$ cat src/rtl/irq_hub_pkg.sv
package irq_hub_pkg;
  localparam logic [7:0] ADR_MODE     = 8'h00;
  localparam logic [7:0] ADR_BLK_EN   = 8'h04;
  localparam logic [7:0] ADR_BLK_ST   = 8'h05;
  localparam logic [7:0] ADR_SRC_BASE = 8'h10;

  localparam int MODE_AUTO_DIS = 3;
  localparam int MODE_SOFT_RST = 4;

  function automatic logic [7:0] src_en_addr(input int blk);
    return ADR_SRC_BASE + 8'(2 * blk);
  endfunction

  function automatic logic [7:0] src_st_addr(input int blk);
    return ADR_SRC_BASE + 8'(2 * blk + 1);
  endfunction

  // active-low request: any pending cause whose gate is open
  function automatic logic irq_level(input logic [7:0] st, input logic [7:0] en);
    return ~|(st & en);
  endfunction
endpackage

$ cat src/rtl/irq_src_bank.sv
module irq_src_bank #(
  parameter int NSRC = 4
) (
  input  logic            clk,
  input  logic            rst_n,
  input  logic            soft_clr,
  input  logic            auto_dis,
  input  logic [NSRC-1:0] evt,
  input  logic            en_wr,
  input  logic            st_rd,
  input  logic [NSRC-1:0] wdata,
  output logic [NSRC-1:0] en_q,
  output logic [NSRC-1:0] st_q,
  output logic            pend
);
  logic [NSRC-1:0] fire;
  logic [NSRC-1:0] en_d, st_d;

  assign fire = evt & en_q;
  assign pend = |st_q;

  always_comb begin
    en_d = en_wr ? wdata : en_q;
    if (auto_dis) en_d = en_d & ~fire;
    st_d = (st_rd ? '0 : st_q) | fire;
    if (soft_clr) begin
      en_d = '0;
      st_d = '0;
    end
  end

  always_ff @(posedge clk or negedge rst_n) begin
    if (!rst_n) begin
      en_q <= '0;
      st_q <= '0;
    end else begin
      en_q <= en_d;
      st_q <= st_d;
    end
  end

  // only enabled events may create new status bits
  a_r3_no_latch_disabled: assert property (@(posedge clk) disable iff (!rst_n)
    1'b1 |=> ((st_q & ~$past(st_q) & ~$past(fire)) == '0));

  // a captured event survives a simultaneous clearing read
  a_r4_event_wins: assert property (@(posedge clk) disable iff (!rst_n)
    (|fire && !soft_clr) |=> ((st_q & $past(fire)) == $past(fire)));

  // automatic mode withdraws the enable of a source that fired
  a_r5_auto_clear: assert property (@(posedge clk) disable iff (!rst_n)
    (auto_dis && |fire) |=> ((en_q & $past(fire)) == '0));
endmodule

$ cat src/rtl/irq_sec_timer.sv
module irq_sec_timer #(
  parameter int TICK_CYCLES = 25_000_000
) (
  input  logic clk,
  input  logic rst_n,
  input  logic run,
  input  logic clr,
  output logic tick
);
  localparam int CW = (TICK_CYCLES > 2) ? $clog2(TICK_CYCLES) : 1;
  localparam logic [CW-1:0] LAST = CW'(TICK_CYCLES - 1);

  logic [CW-1:0] cnt_q;

  assign tick = run && (cnt_q == LAST);

  always_ff @(posedge clk or negedge rst_n) begin
    if (!rst_n)             cnt_q <= '0;
    else if (clr || !run)   cnt_q <= '0;
    else if (tick)          cnt_q <= '0;
    else                    cnt_q <= cnt_q + 1'b1;
  end

  // ticks are isolated single-cycle pulses
  a_r7_tick_isolated: assert property (@(posedge clk) disable iff (!rst_n)
    tick |=> !tick);

  // the counter never runs past one period
  a_r7_count_bounded: assert property (@(posedge clk) disable iff (!rst_n)
    cnt_q <= LAST);
endmodule

$ cat src/rtl/irq_hub.sv
module irq_hub
  import irq_hub_pkg::*;
#(
  parameter int NBLK        = 2,
  parameter int NSRC        = 4,
  parameter int TICK_CYCLES = 25_000_000
) (
  input  logic                 clk,
  input  logic                 rst_n,
  input  logic [7:0]           bus_addr,
  input  logic [7:0]           bus_wdata,
  input  logic                 bus_wr,
  input  logic                 bus_rd,
  output logic [7:0]           bus_rdata,
  input  logic [NBLK*NSRC-1:0] src_evt,
  output logic [7:0]           mode_cfg,
  output logic                 irq_n
);
  localparam int SEC_BIT = NBLK;
  localparam int BW      = NBLK + 1;

  logic [7:0]    mode_q;
  logic [BW-1:0] blk_en_q;
  logic [BW-1:0] blk_st;
  logic          sec_st_q;
  logic          sec_tick;
  logic          soft_clr;
  logic          blk_st_rd;

  logic [NBLK-1:0][NSRC-1:0] bank_en, bank_st;
  logic [NBLK-1:0]           bank_pend;

  assign soft_clr  = bus_wr && (bus_addr == ADR_MODE) && bus_wdata[MODE_SOFT_RST];
  assign blk_st_rd = bus_rd && (bus_addr == ADR_BLK_ST);
  assign mode_cfg  = mode_q;

  always_ff @(posedge clk or negedge rst_n) begin
    if (!rst_n) begin
      mode_q   <= '0;
      blk_en_q <= '0;
      sec_st_q <= 1'b0;
    end else begin
      if (bus_wr && bus_addr == ADR_MODE)
        mode_q <= bus_wdata & ~(8'h01 << MODE_SOFT_RST);
      if (soft_clr)
        blk_en_q <= '0;
      else if (bus_wr && bus_addr == ADR_BLK_EN)
        blk_en_q <= bus_wdata[BW-1:0];
      if (soft_clr)       sec_st_q <= 1'b0;
      else if (sec_tick)  sec_st_q <= 1'b1;
      else if (blk_st_rd) sec_st_q <= 1'b0;
    end
  end

  irq_sec_timer #(.TICK_CYCLES(TICK_CYCLES)) u_sec (
    .clk  (clk),
    .rst_n(rst_n),
    .run  (blk_en_q[SEC_BIT]),
    .clr  (soft_clr),
    .tick (sec_tick)
  );

  for (genvar b = 0; b < NBLK; b++) begin : g_bank
    irq_src_bank #(.NSRC(NSRC)) u_bank (
      .clk     (clk),
      .rst_n   (rst_n),
      .soft_clr(soft_clr),
      .auto_dis(mode_q[MODE_AUTO_DIS]),
      .evt     (src_evt[b*NSRC +: NSRC]),
      .en_wr   (bus_wr && bus_addr == src_en_addr(b)),
      .st_rd   (bus_rd && bus_addr == src_st_addr(b)),
      .wdata   (bus_wdata[NSRC-1:0]),
      .en_q    (bank_en[b]),
      .st_q    (bank_st[b]),
      .pend    (bank_pend[b])
    );
    assign blk_st[b] = bank_pend[b];
  end
  assign blk_st[SEC_BIT] = sec_st_q;

  assign irq_n = irq_level(8'(blk_st), 8'(blk_en_q));

  always_comb begin
    bus_rdata = '0;
    if (bus_addr == ADR_MODE)   bus_rdata = mode_q;
    if (bus_addr == ADR_BLK_EN) bus_rdata[BW-1:0] = blk_en_q;
    if (bus_addr == ADR_BLK_ST) bus_rdata[BW-1:0] = blk_st;
    for (int b = 0; b < NBLK; b++) begin
      if (bus_addr == src_en_addr(b)) bus_rdata[NSRC-1:0] = bank_en[b];
      if (bus_addr == src_st_addr(b)) bus_rdata[NSRC-1:0] = bank_st[b];
    end
  end

  // with every block gate closed the request line stays idle
  a_r6_masked_idle: assert property (@(posedge clk) disable iff (!rst_n)
    (blk_en_q == '0) |-> irq_n);

  // a clearing read with no competing tick drops the one-second cause
  a_r8_read_clears: assert property (@(posedge clk) disable iff (!rst_n)
    (blk_st_rd && !sec_tick) |=> !sec_st_q);

  // a tick always leaves the one-second cause pending
  a_r8_tick_wins: assert property (@(posedge clk) disable iff (!rst_n)
    (sec_tick && !soft_clr) |=> sec_st_q);

  // soft reset leaves gates closed, causes cleared and its own bit low
  a_r9_soft_reset: assert property (@(posedge clk) disable iff (!rst_n)
    soft_clr |=> (blk_en_q == '0 && !sec_st_q && !mode_q[MODE_SOFT_RST] && irq_n));
endmodule

$ cat config.mk
export PLATFORM = sky130hd
export DESIGN_NAME = irq_hub
export DESIGN_NICKNAME = d
export VERILOG_FILES = /design/src/rtl/irq_hub_pkg.sv /design/src/rtl/irq_src_bank.sv /design/src/rtl/irq_sec_timer.sv /design/src/rtl/irq_hub.sv
export SDC_FILE = /design/constraint.sdc
export NUM_CORES = 1
export LEC_CHECK = 0
export BUFFER_PORTS_ARGS = -buffer_cell sky130_fd_sc_hd__buf_2
export CORE_ASPECT_RATIO = 0.75
export CORE_MARGIN = 3
export CORE_UTILIZATION = 28
export CTS_CLUSTER_SIZE = 28
export DETAILED_ROUTE_END_ITERATION = 10
export PLACE_DENSITY = 0.52
export SETUP_SLACK_MARGIN = 0.3
export SLEW_MARGIN = 20
export SYNTH_ARGS = -nofsm -noshare
export SYNTH_HDL_FRONTEND = slang
export SYNTH_SLANG_ARGS = --single-unit
$ cat constraint.sdc
create_clock -name clk -period 4.4 [get_ports clk]
set_clock_uncertainty 0.2 [all_clocks]
set_input_delay 0.88 -clock clk [delete_from_list [all_inputs] [get_ports clk]]
set_output_delay 0.88 -clock clk [all_outputs]
set_load 0.02 [all_outputs]
==> impl_results.md, run 1 <==
- Lkg Pwr: 1.45 nW
- Clock Latency Late Sink: 0.29 ns
- Die height: 94.5 um
- Clock Sinks: 52
- Critical Path Source: bus_addr[0]
- Placed cell area: 3220 um2
- Num CTS Buffers: 5
- Maximum clock frequency: 275 MHz
- Initial antenna violation count: 0
- Vias: 2428
- Final wirelength: 7.46 mm
- Area Growth Syn to Fin: 15.2%
- GR Util All Layers: 0.130
- Die area: 11700 um2
- Final count of negative-setup-slack endpoints: 0
- Min setup slack post-route: 0.766 ns
- Worst Max-Slew Pin Slew: 0.804 ns
- Reg-to-reg endpoint: u_sec.cnt_q[8]$_DFF_PN0_
- Post_cts resized: 0
- Setup WS pre-CTS: 0.791 ns
- Drt first pass iters: 4
- Tcrit/Tclk final: 0.826
- Most frequent cells in the layout: 52 x dfrtp_1, 42 x buf_2, 28 x nor2_1
- Critical Path Source Type: primary input
- Sequential power share: 0.514
- TNS Setup: 0 ns
- Initial Utilization: 0.295
- Avg Cell Area, Syn: 9.97 um2
- Power Total: 1.08 mW
- Number of flops mapped to enable cells by yosys: 0
- Register area share after synthesis: 0.445
- Synth Flop Type: dfrtp_1
- Post-CTS Hold Fix Bufs: 0
- Postcts setup bufs: 0
- Ant diodes: 0
- Largest area contributor in the netlist: dfrtp_1
- CTS tree: done
- Clock tree buffer depth: 2
- WP data arrival: 2.55 ns
- Yosys reg bits: 52
- Post-synthesis cell count: 293
- Worst hold path class: reg2reg
- Internal power: 0.794 mW
- Status: finished, final reports clean
- Critical path data required time: 3.32 ns
- Max-slew headroom: 0.464
- Pin count of the biggest net entering global routing: 37
- R2R depth: 5
- Reg2reg setup slack: 2.01 ns
- Most common cell after layout, fill and taps aside: dfrtp_1
- Register clock-pin slew on the reported worst setup and hold paths: 0.07 ns
- First-pass GRT wire length: 12.0 mm
- I/O pins: 45
- Nets@finish: 356
- Core area: 9890 um2
- Detail Placement HPWL: 5.56 mm
- Synth top area share: 0.445
- Grt ovf: 0
- Power Dens Cells: 321 nW/um2
- YS warnings: 0
- Max_cap viols: 0
- Setup repair after global routing missed its margin: false
- Final min period: 3.63 ns
- Vias per std cell: 5.28
- Switching Share: 0.264
- Final slew viol count: 0
- Vias in the first global route: 2236
- # rows: 31
- DR DRC count: 0
- # fillers: 1006
- Synth top area cells: dfrtp_1 45%, mux2i_1 5.5%, mux2_4 3.6%
- DR iter-0 viols: 154
- Mapped cell area: 2920 um2
- Die width: 124 um
- Worst r2r src: u_sec.cnt_q[0]$_DFF_PN0_
- Synth unique cells: 52
- Mean routed wirelength per cell: 16.2 um
- End point of the critical path: bus_rdata[3]
- Gp weighted congestion: 0.988
- Crit end category: output pin
- Psw: 0.285 mW
- Ratio of cells with drive above 1 in the final layout: 0.210
- Remaining antenna violation count: 0
- CTS root buffer: clkbuf_16
- Clock Power Share: 0.364
- Async set or reset register ratio after synthesis: 1.00
- Hold Violations, Final: 0
- Combinational Power Share: 0.122
- Peak supply drop: 0.157 mV
- Crit Path Max Fanout: 18
- Final instance area: 3360 um2
- Port Buffers: 42
- H-tree depth: 2
- CP Class: in2out
==> worst max-delay path, cell delays in order <==
cell      delay (ns)
buf_2           0.20
or4_4           0.64
o32ai_1         0.25
o41ai_1         0.14
a211oi_1        0.23
buf_2           0.20
==> metrics by stage <==
stage                     hold slack, ns  utilization  instances
after global placement             0.312        0.325        452
after floorplan                    0.278            -        294
after CTS                          0.328        0.340        460
after detailed placement           0.314        0.325        452
final                              0.326        0.340        460
after global routing               0.339        0.340        460
==> final cells by class <==
class                           instances  area [um2]  share of cell area
Clock buffer                            6         139              0.0413
Clock inverter                          2        10.0             0.00298
Inverter                                9        33.8              0.0100
Multi-Input combinational cell        214        1480               0.441
Sequential cell                        52        1300               0.387
Tap cell                              132         165              0.0491
Timing Repair Buffer                   45         233              0.0692
==> layer usage <==
metal	global-route usage	wire, um	vias to the layer above	share of wire
met4	0.0228	59	0	0.0079
met3	0.0377	561	7	0.075
met1	0.205	3820	1188	0.51
met2	0.176	3010	66	0.40
met5	0	0	-	0
li1	-	-	1167	-
==> synthesized netlist by cell type (8+ instances only) <==
cell type and count:
a311oi_1 8, nand4_1 8, nand3_1 14, a22oi_1 8, a21oi_1 13, nand2_1 11
dfrtp_1 52, o21ai_0 11, nor2_1 28, inv_1 9, mux2i_1 16, clkbuf_1 10
or3_1 9
==> cells by family after synthesis <==
family	synth area share
muxes	0.0908
and+or+nand+nor	0.223
DFF	0.445
AOI/OAI and AO/OA	0.151
buffers and inverters	0.0484
adders and majority gates	0.00428
other	0.00128
xor gates and xnor gates	0.0360
==> power groups by stage <==
| stage | sequential (mW) | clock (mW) | combinational [mW] |
|---|---|---|---|
| after floorplan | 0.550 | 0 | 0.0814 |
| after global placement | 0.563 | 0 | 0.132 |
| after detailed placement | 0.562 | 0 | 0.132 |
| after CTS | 0.553 | 0.405 | 0.132 |
| after global routing | 0.560 | 0.424 | 0.150 |
| final | 0.555 | 0.393 | 0.132 |
==> how the worst min path moves through the flow <==
stage | startpoint | end | slack (ns) | cells after the start
2_1_floorplan | g_bank[1].u_bank.en_q[2]$_DFF_PN0_ | g_bank[1].u_bank.en_q[2]$_DFF_PN0_ | 0.28 | 1
3_3_place_gp | g_bank[0].u_bank.en_q[0]$_DFF_PN0_ | g_bank[0].u_bank.en_q[0]$_DFF_PN0_ | 0.31 | 1
3_5_place_dp | mode_cfg[5]$_DFFE_PN0N_ | mode_cfg[5]$_DFFE_PN0N_ | 0.31 | 1
4_1_cts | g_bank[0].u_bank.en_q[0]$_DFF_PN0_ | g_bank[0].u_bank.en_q[0]$_DFF_PN0_ | 0.33 | 1
5_1_grt | g_bank[0].u_bank.en_q[0]$_DFF_PN0_ | g_bank[0].u_bank.en_q[0]$_DFF_PN0_ | 0.34 | 1
6_report | g_bank[0].u_bank.en_q[0]$_DFF_PN0_ | g_bank[0].u_bank.en_q[0]$_DFF_PN0_ | 0.33 | 1
==> state kept, by name, indices dropped and copies added, names as in the netlist <==
name,cells
mode_cfg,7
blk_en_q,3
sec_st_q,1
g_bank.u_bank.st_q,8
g_bank.u_bank.en_q,8
u_sec.cnt_q,25
No activity file was read; power rests on OpenSTA's default activity.
==> run 2: changes to the inputs <==
--- a/config.mk
+++ b/config.mk
@@ -5,6 +5,7 @@
 export SDC_FILE = /design/constraint.sdc
 export NUM_CORES = 1
 export LEC_CHECK = 0
+export ABC_AREA = 1
 export BUFFER_PORTS_ARGS = -buffer_cell sky130_fd_sc_hd__buf_2
 export CORE_ASPECT_RATIO = 0.75
 export CORE_MARGIN = 3
==> constraint.sdc (replaced) <==
create_clock -name clk -period 3.7 [get_ports clk]
set_clock_uncertainty 0.2 [all_clocks]
set_input_delay 0.74 -clock clk [delete_from_list [all_inputs] [get_ports clk]]
set_output_delay 0.74 -clock clk [all_outputs]
set_load 0.02 [all_outputs]
==> run 2 against run 1 <==
Compared with the run above:
- design area up 5.6%
- area after synthesis increased by 5.0%
- worst hold slack worse by 0.093 ns
- non-clock buffer count fell by 1
- via count increased by 19%
- count of clock-buffer cells in the layout up 2
- critical path type unchanged
- largest cell class unchanged
==> impl_results.md, run 2 <==
- Status: finished, final reports clean
- Final min period: 2.87 ns
- Max_cap viols: 0 (unchanged)
- Slowest CP cell: or2_2
- Final core utilization: 0.339 (-0.00142)
- Critical Path Source Type: primary input
- Synth top area share: 0.424 (-0.0213)
- Crit end category: output pin
- Critical path data required time: 2.76 ns (-0.56 ns)
- Register clock-pin slew on the reported worst setup and hold paths: 0.07 ns (about the same)
- Worst hold path class: in2async
- Area Growth Syn to Fin: 15.8%
- Max FFs per register: 25 (unchanged)
- Synth top area cells: dfrtp_1 42%, nand2_1 13%, nor2_1 11%
- Nets@finish: 509 (+43%)
- DR iter-0 viols: 181 (+18%)
- Reg-to-reg endpoint: u_sec.cnt_q[24]$_DFF_PN0_
- Die height: 96.7 um (+2.3%)
- CTS tree: done
- Ratio of cells with drive above 1 in the final layout: 0.133 (-0.0773)
- Clock Latency Late Sink: 0.30 ns (about the same)
- Mapped cell area: 3070 um2 (+5.0%)
- Final wirelength: 8.36 mm (+12%)
- Reg2reg setup slack: 1.72 ns (-0.29 ns)
- Number of flops mapped to enable cells by yosys: 0 (unchanged)
- # rows: 32 (+3.2%)
- Tcrit/Tclk final: 0.776
- Worst Max-Slew Pin Slew: 0.615 ns (-0.190 ns)
- Pin count of the biggest net entering global routing: 47 (+27%)
- GR Util All Layers: 0.142 (+0.0119)
- Clock Sinks: 52 (unchanged)
- Worst r2r src: u_sec.cnt_q[0]$_DFF_PN0_
- Power Dens Cells: 360 nW/um2 (+12%)
- Lkg Pwr: 1.65 nW (+13%)
- End point of the critical path: bus_rdata[3]
- Synth Flop Type: dfrtp_1
- Core area: 10500 um2 (+6.1%)
- Synth top cells by count: 107 x nand2_1, 86 x nor2_1, 52 x dfrtp_1, 51 x inv_1, 37 x nand3_1
- Port Buffers: 42 (unchanged)
- Initial antenna violation count: 0 (unchanged)
- Maximum clock frequency: 348 MHz
- Most frequent cells in the layout: 107 x nand2_1, 86 x nor2_1, 52 x dfrtp_1
- Avg Cell Area, Syn: 7.04 um2 (-29%)
- Vias in the first global route: 2789 (+25%)
- Num CTS Buffers: 5 (unchanged)
- DR DRC count: 0 (unchanged)
- Final count of negative-setup-slack endpoints: 0 (unchanged)
- R2R depth: 8 (+3)
- WP data arrival: 1.93 ns (-0.62 ns)
- Vias per std cell: 4.67 (-12%)
- Placed cell area: 3400 um2 (+5.9%)
- I/O pins: 45 (unchanged)
- Die area: 12300 um2 (+4.7%)
- Ant diodes: 0 (unchanged)
- Grt ovf: 0 (unchanged)
- Mean routed wirelength per cell: 13.5 um (-16%)
- # fillers: 1152 (+15%)
- Die width: 127 um (+2.4%)
- Most flop-heavy register: u_sec.cnt_q
- Largest area contributor in the netlist: dfrtp_1
- Gp weighted congestion: 0.886 (-10%)
- Synth unique cells: 33 (-37%)
- Crit Path Max Fanout: 11 (-7)
- Worst path cell trace: buf_2 -> inv_1 -> nand2_1 -> nor2_1 -> buf_4 -> nand2_1 -> or2_2 -> nand2_1 -> nand2_1 -> nand2_1 -> nand2_1 -> buf_2
- Max-slew headroom: 0.590 (+0.126)
- Hold Violations, Final: 0 (unchanged)
- Post-synthesis cell count: 436 (+49%)
- Yosys reg bits: 52 (unchanged)
- Remaining antenna violation count: 0 (unchanged)
- Critical Path Source: bus_addr[5]
- CP peak stage delay: 0.28 ns (-0.36 ns)
- Vias: 2879 (+19%)
- Post-CTS Hold Fix Bufs: 0 (unchanged)
- Top-count cell post-synth: nand2_1
- YS warnings: 0 (unchanged)
- Top flop regs: u_sec.cnt_q x25, g_bank.u_bank.en_q x8, g_bank.u_bank.st_q x8
- Clock tree buffer depth: 2 (unchanged)
- Async set or reset register ratio after synthesis: 1.00 (unchanged)
- TNS Setup: 0 ns (unchanged)
- Final instance area: 3550 um2 (+5.6%)
- Detail Placement HPWL: 6.45 mm (+16%)
- Final slew viol count: 0 (unchanged)
- Setup repair after global routing missed its margin: false
- Postcts setup bufs: 0 (unchanged)
- Most used cell, CP: nand2_1
- CP Class: in2out
- Post_cts resized: 0 (unchanged)
- H-tree depth: 2 (unchanged)
- Most common cell after layout, fill and taps aside: nand2_1
- Drt first pass iters: 5 (+1)
- Peak supply drop: 0.195 mV (+24%)
- Register area share after synthesis: 0.424 (-0.0213)
- Min Hold Slack: 0.234 ns (-0.0926 ns)
- First-pass GRT wire length: 14.2 mm (+18%)
- CTS root buffer: clkbuf_16
- Initial Utilization: 0.292 (-0.00292)
run 2: cell count changes in the layout (fill, tap and decap cells not counted), moves of 7 or more:
cell | before | now
a22oi_1 | 8 | 1
a311oi_1 | 8 | 0
inv_1 | 9 | 51
mux2_4 | 7 | 0
mux2i_1 | 16 | 0
nand2_1 | 11 | 107
nand3_1 | 14 | 37
nor2_1 | 28 | 86
nor3_1 | 5 | 15
o21ai_0 | 11 | 19
or3_1 | 9 | 0
or4_1 | 7 | 0
run 2: how the worst min path moves through the flow:
stage | slack, ns | from | cells after the start | endpoint
3_5_place_dp | 0.32 | u_sec.cnt_q[0]$_DFF_PN0_ | 1 | u_sec.cnt_q[0]$_DFF_PN0_
4_1_cts | 0.33 | u_sec.cnt_q[0]$_DFF_PN0_ | 1 | u_sec.cnt_q[0]$_DFF_PN0_
6_report | 0.23 | rst_n | 1 | u_sec.cnt_q[12]$_DFF_PN0_
5_1_grt | 0.31 | rst_n | 1 | u_sec.cnt_q[13]$_DFF_PN0_
2_1_floorplan | 0.24 | rst_n | 0 | blk_en_q[0]$_DFFE_PN0P_
3_3_place_gp | 0.31 | mode_cfg[0]$_DFFE_PN0N_ | 2 | mode_cfg[0]$_DFFE_PN0N_
run 2: cells by family (layout without fill, tap and decap cells):
kind of cell / after synthesis / in the layout / share of synthesized area
compound gates: 40 / 40 / 0.0681
xor+xnor: 12 / 12 / 0.0343
fa+ha+maj: 1 / 1 / 0.00408
buf+inv: 61 / 105 / 0.0852
flops: 52 / 52 / 0.424
other cells: 1 / 2 / 0.00122
simple gates: 269 / 269 / 0.383
run 2: stage by stage:
| step | power [mW] | worst slack (ns) | instances |
|---|---|---|---|
| global placement | 0.805 | 0.860 | 609 |
| finish | 1.28 | 0.827 | 617 |
| floorplan | 0.742 | 1.18 | 437 |
| detailed placement | 0.808 | 0.837 | 609 |
| global route | 1.34 | 0.693 | 617 |
| CTS | 1.30 | 0.835 | 617 |
run 2: cell type report:
cell class / instances / area (um2) / share of cell area
well taps: 136 / 170 / 0.0479
inverters: 53 / 199 / 0.0560
clock buffers: 8 / 146 / 0.0412
flip-flops and latches: 52 / 1300 / 0.366
multi-input cells: 324 / 1510 / 0.425
repair buffers: 44 / 228 / 0.0641
run 2: metal layers:
layer / track usage / up-vias / wire length (um)
met4: 0.0404 / 0 / 108
met1: 0.227 / 1327 / 4600
li1: - / 1466 / -
met2: 0.189 / 78 / 3200
met3: 0.0292 / 8 / 451
met5: 0 / - / 0
run 2: critical path, delay by kind of cell:
kind | cells | cell delay [ns]
buffers and inverters | 4 | 0.47
and+or+nand+nor | 8 | 0.72
run 2: report_power, final:
| group | internal [mW] | switching, mW | total [mW] |
|---|---|---|---|
| Sequential | 0.616 | 0.0380 | 0.654 |
| Combinational | 0.0506 | 0.0935 | 0.144 |
| Clock | 0.271 | 0.210 | 0.481 |
==> run 3: changes to the inputs <==
--- a/config.mk
+++ b/config.mk
@@ -5,14 +5,14 @@
 export SDC_FILE = /design/constraint.sdc
 export NUM_CORES = 1
 export LEC_CHECK = 0
-export ABC_AREA = 1
+export ABC_AREA = 0
 export BUFFER_PORTS_ARGS = -buffer_cell sky130_fd_sc_hd__buf_2
 export CORE_ASPECT_RATIO = 0.75
 export CORE_MARGIN = 3
 export CORE_UTILIZATION = 28
 export CTS_CLUSTER_SIZE = 28
 export DETAILED_ROUTE_END_ITERATION = 10
-export PLACE_DENSITY = 0.52
+export PLACE_DENSITY = 0.54
 export SETUP_SLACK_MARGIN = 0.3
 export SLEW_MARGIN = 20
 export SYNTH_ARGS = -nofsm -noshare
==> constraint.sdc (replaced) <==
create_clock -name clk -period 2.6 [get_ports clk]
set_clock_uncertainty 0.2 [all_clocks]
set_input_delay 0.52 -clock clk [delete_from_list [all_inputs] [get_ports clk]]
set_output_delay 0.52 -clock clk [all_outputs]
set_load 0.02 [all_outputs]
==> run 3 against run 2 <==
Compared with the run above:
- cell count decreased by 22%
- design area is 5.8% higher
- largest cell class unchanged
- the flow now finishes with violations (setup timing)
- sequential power up 44%
- worst hold slack worse by 0.19 ns
- via count fell by 11%
- critical path depth down 7
- critical path type unchanged
- non-clock buffer count rose by 26
- setup slack got worse by 0.86 ns
- first-iteration DRC count fell by 3.9%
==> impl_results.md, run 3 (synthesized netlist as in run 1, its figures left out) <==
- Status: complete, but fails checks
- Failing checks: setup timing
- Grt ovf: 0 (unchanged)
- CP Class: in2out
- Final count of negative-setup-slack endpoints: 2 (+2)
- Lkg Pwr: 1.61 nW (-2.1%)
- Critical Path Source Type: primary input
- Vias per std cell: 5.30 (+13%)
- # fillers: 969 (-16%)
- Final min period: 2.63 ns
- Critical path data required time: 1.88 ns (-0.88 ns)
- GR Util All Layers: 0.142 (-0.000256)
- Min setup slack post-route: -0.0321 ns (-0.860 ns)
- Mean routed wirelength per cell: 16.8 um (+24%)
- Top flop regs: u_sec.cnt_q x25, g_bank.u_bank.en_q x8, g_bank.u_bank.st_q x8
- Port Buffers: 42 (unchanged)
- Die area: 11700 um2 (-4.5%)
- DR DRC count: 0 (unchanged)
- First-pass GRT wire length: 13.1 mm (-7.7%)
- Final slew viol count: 0 (unchanged)
- Vias: 2563 (-11%)
- I/O pins: 45 (unchanged)
- Nets@finish: 381 (-25%)
- Worst hold path class: in2async
- Most frequent cells in the layout: 52 x dfrtp_1, 32 x buf_2, 26 x nor2_1
- WP data arrival: 1.91 ns (-0.02 ns)
- Ant diodes: 0 (unchanged)
- Die height: 94.5 um (-2.3%)
- Die width: 124 um (-2.3%)
- Core area: 9890 um2 (-5.7%)
- Num CTS Buffers: 5 (unchanged)
- Crit Path Max Fanout: 6 (-5)
- Worst r2r src: u_sec.cnt_q[0]$_DFF_PN0_
- Remaining antenna violation count: 0 (unchanged)
- TNS Setup: -0.0449 ns (-0.0449 ns)
- Power Dens Cells: 496 nW/um2 (+38%)
- R2R depth: 5 (-3)
- Pin count of the biggest net entering global routing: 30 (-36%)
- Setup repair after global routing missed its margin: true
- Clock tree buffer depth: 2 (unchanged)
- Clock Sinks: 52 (unchanged)
- Gp weighted congestion: 0.907 (+2.4%)
- # rows: 31 (-3.1%)
- Reg2reg setup slack: 0.39 ns (-1.33 ns)
- Area Growth Syn to Fin: 28.7%
- Max_cap viols: 0 (unchanged)
- Max-slew headroom: 0.597 (+0.00628)
- H-tree depth: 2 (unchanged)
- Ratio of cells with drive above 1 in the final layout: 0.321 (+0.188)
- Tcrit/Tclk final: 1.01
- Detail Placement HPWL: 6.03 mm (-6.5%)
- Clock Latency Late Sink: 0.29 ns (about the same)
- Crit end category: output pin
- Initial antenna violation count: 0 (unchanged)
- Reg-to-reg endpoint: u_sec.cnt_q[24]$_DFF_PN0_
- Initial Utilization: 0.295 (+0.00292)
- CTS tree: done
- Most common cell after layout, fill and taps aside: dfrtp_1
- Most flop-heavy register: u_sec.cnt_q
- Setup WS pre-CTS: -0.132 ns (-0.969 ns)
- Hold Violations, Final: 0 (unchanged)
- DR iter-0 viols: 174 (-3.9%)
- Vias in the first global route: 2486 (-11%)
- Max FFs per register: 25 (unchanged)
- Worst Max-Slew Pin Slew: 0.605 ns (-0.00942 ns)
- CTS root buffer: clkbuf_16
- Peak supply drop: 0.251 mV (+29%)
- Post-CTS Hold Fix Bufs: 0 (unchanged)
- Final wirelength: 8.11 mm (-2.9%)
- Register clock-pin slew on the reported worst setup and hold paths: 0.06 ns (about the same)
- Maximum clock frequency: 380 MHz
- Drt first pass iters: 5 (unchanged)
-- run 3: cell types whose count changed in the layout (fill, tap and decap cells not counted), sizes merged, moves of 7 or more --
cell    previous run  this run
mux2i              0        16
nor3              16         6
buf               44        70
nand3             39        14
or3                0         9
inv               52         9
a311oi             0         8
nor2              92        28
mux2               0         7
or4                0         8
o21ai             23        11
nand2            110        11
a22oi              1         8
-- run 3: critical path: stages --
cell and delay (ns):
buf_2 0.11, or3_1 0.55, a221o_1 0.34, a211oi_2 0.22
buf_4 0.18
-- run 3: metal layers --
| metal | vias to the layer above | global-route usage | share of wire |
|---|---|---|---|
| met4 | 0 | 0.0301 | 0.0090 |
| met1 | 1267 | 0.227 | 0.52 |
| met2 | 62 | 0.192 | 0.42 |
| met3 | 7 | 0.0317 | 0.050 |
| li1 | 1227 | - | - |
| met5 | - | 0 | 0 |
-- run 3: how the worst max path moves through the flow --
stage	slack, ns	cells past startpoint	end	startpoint
final	-0.03	5	bus_rdata[1]	bus_addr[5]
after global routing	-0.06	7	bus_rdata[1]	bus_addr[4]
after CTS	-0.003	6	bus_rdata[3]	bus_addr[4]
after detailed placement	-0.13	6	bus_rdata[3]	bus_addr[3]
after global placement	-0.12	6	bus_rdata[3]	bus_addr[3]
after floorplan	-0.08	6	bus_rdata[3]	bus_addr[0]
-- run 3: final cells by class --
type                       instances  area [um2]  share of cell area
clock buffer                       6         129              0.0343
clock inverter                     1        5.00             0.00133
inverter                           9        33.8             0.00899
multi-input combinational        214        1610               0.429
sequential                        52        1300               0.346
tap                              132         165              0.0439
timing repair buffer              70         512               0.136
-- run 3: repair_timing --
| item | CTS | global route |
|---|---|---|
| endpoints found under the setup margin | 14 | 38 |
| setup buffers | 4 | 3 |
| resized for setup | 23 | 16 |
| pin swaps | 12 | 7 |
-- run 3: through the flow --
step                total power, mW   util  cell area [um2]  hold slack, ns  instances
floorplan                      1.08      -             2980          0.0244        294
global placement               1.21  0.346             3420           0.309        470
detailed placement             1.21  0.346             3420           0.313        470
CTS                            1.87  0.371             3670          0.0618        481
global route                   1.95  0.380             3760          0.0940        484
finish                         1.86  0.380             3760          0.0392        484
-- run 3: power breakdown --
part	total, mW	internal [mW]	leakage, nW	switching [mW]
Combinational	0.296	0.135	0.842	0.161
Sequential	0.942	0.872	0.704	0.0700
Clock	0.626	0.350	0.0667	0.276
Total	1.86	1.36	1.61	0.507
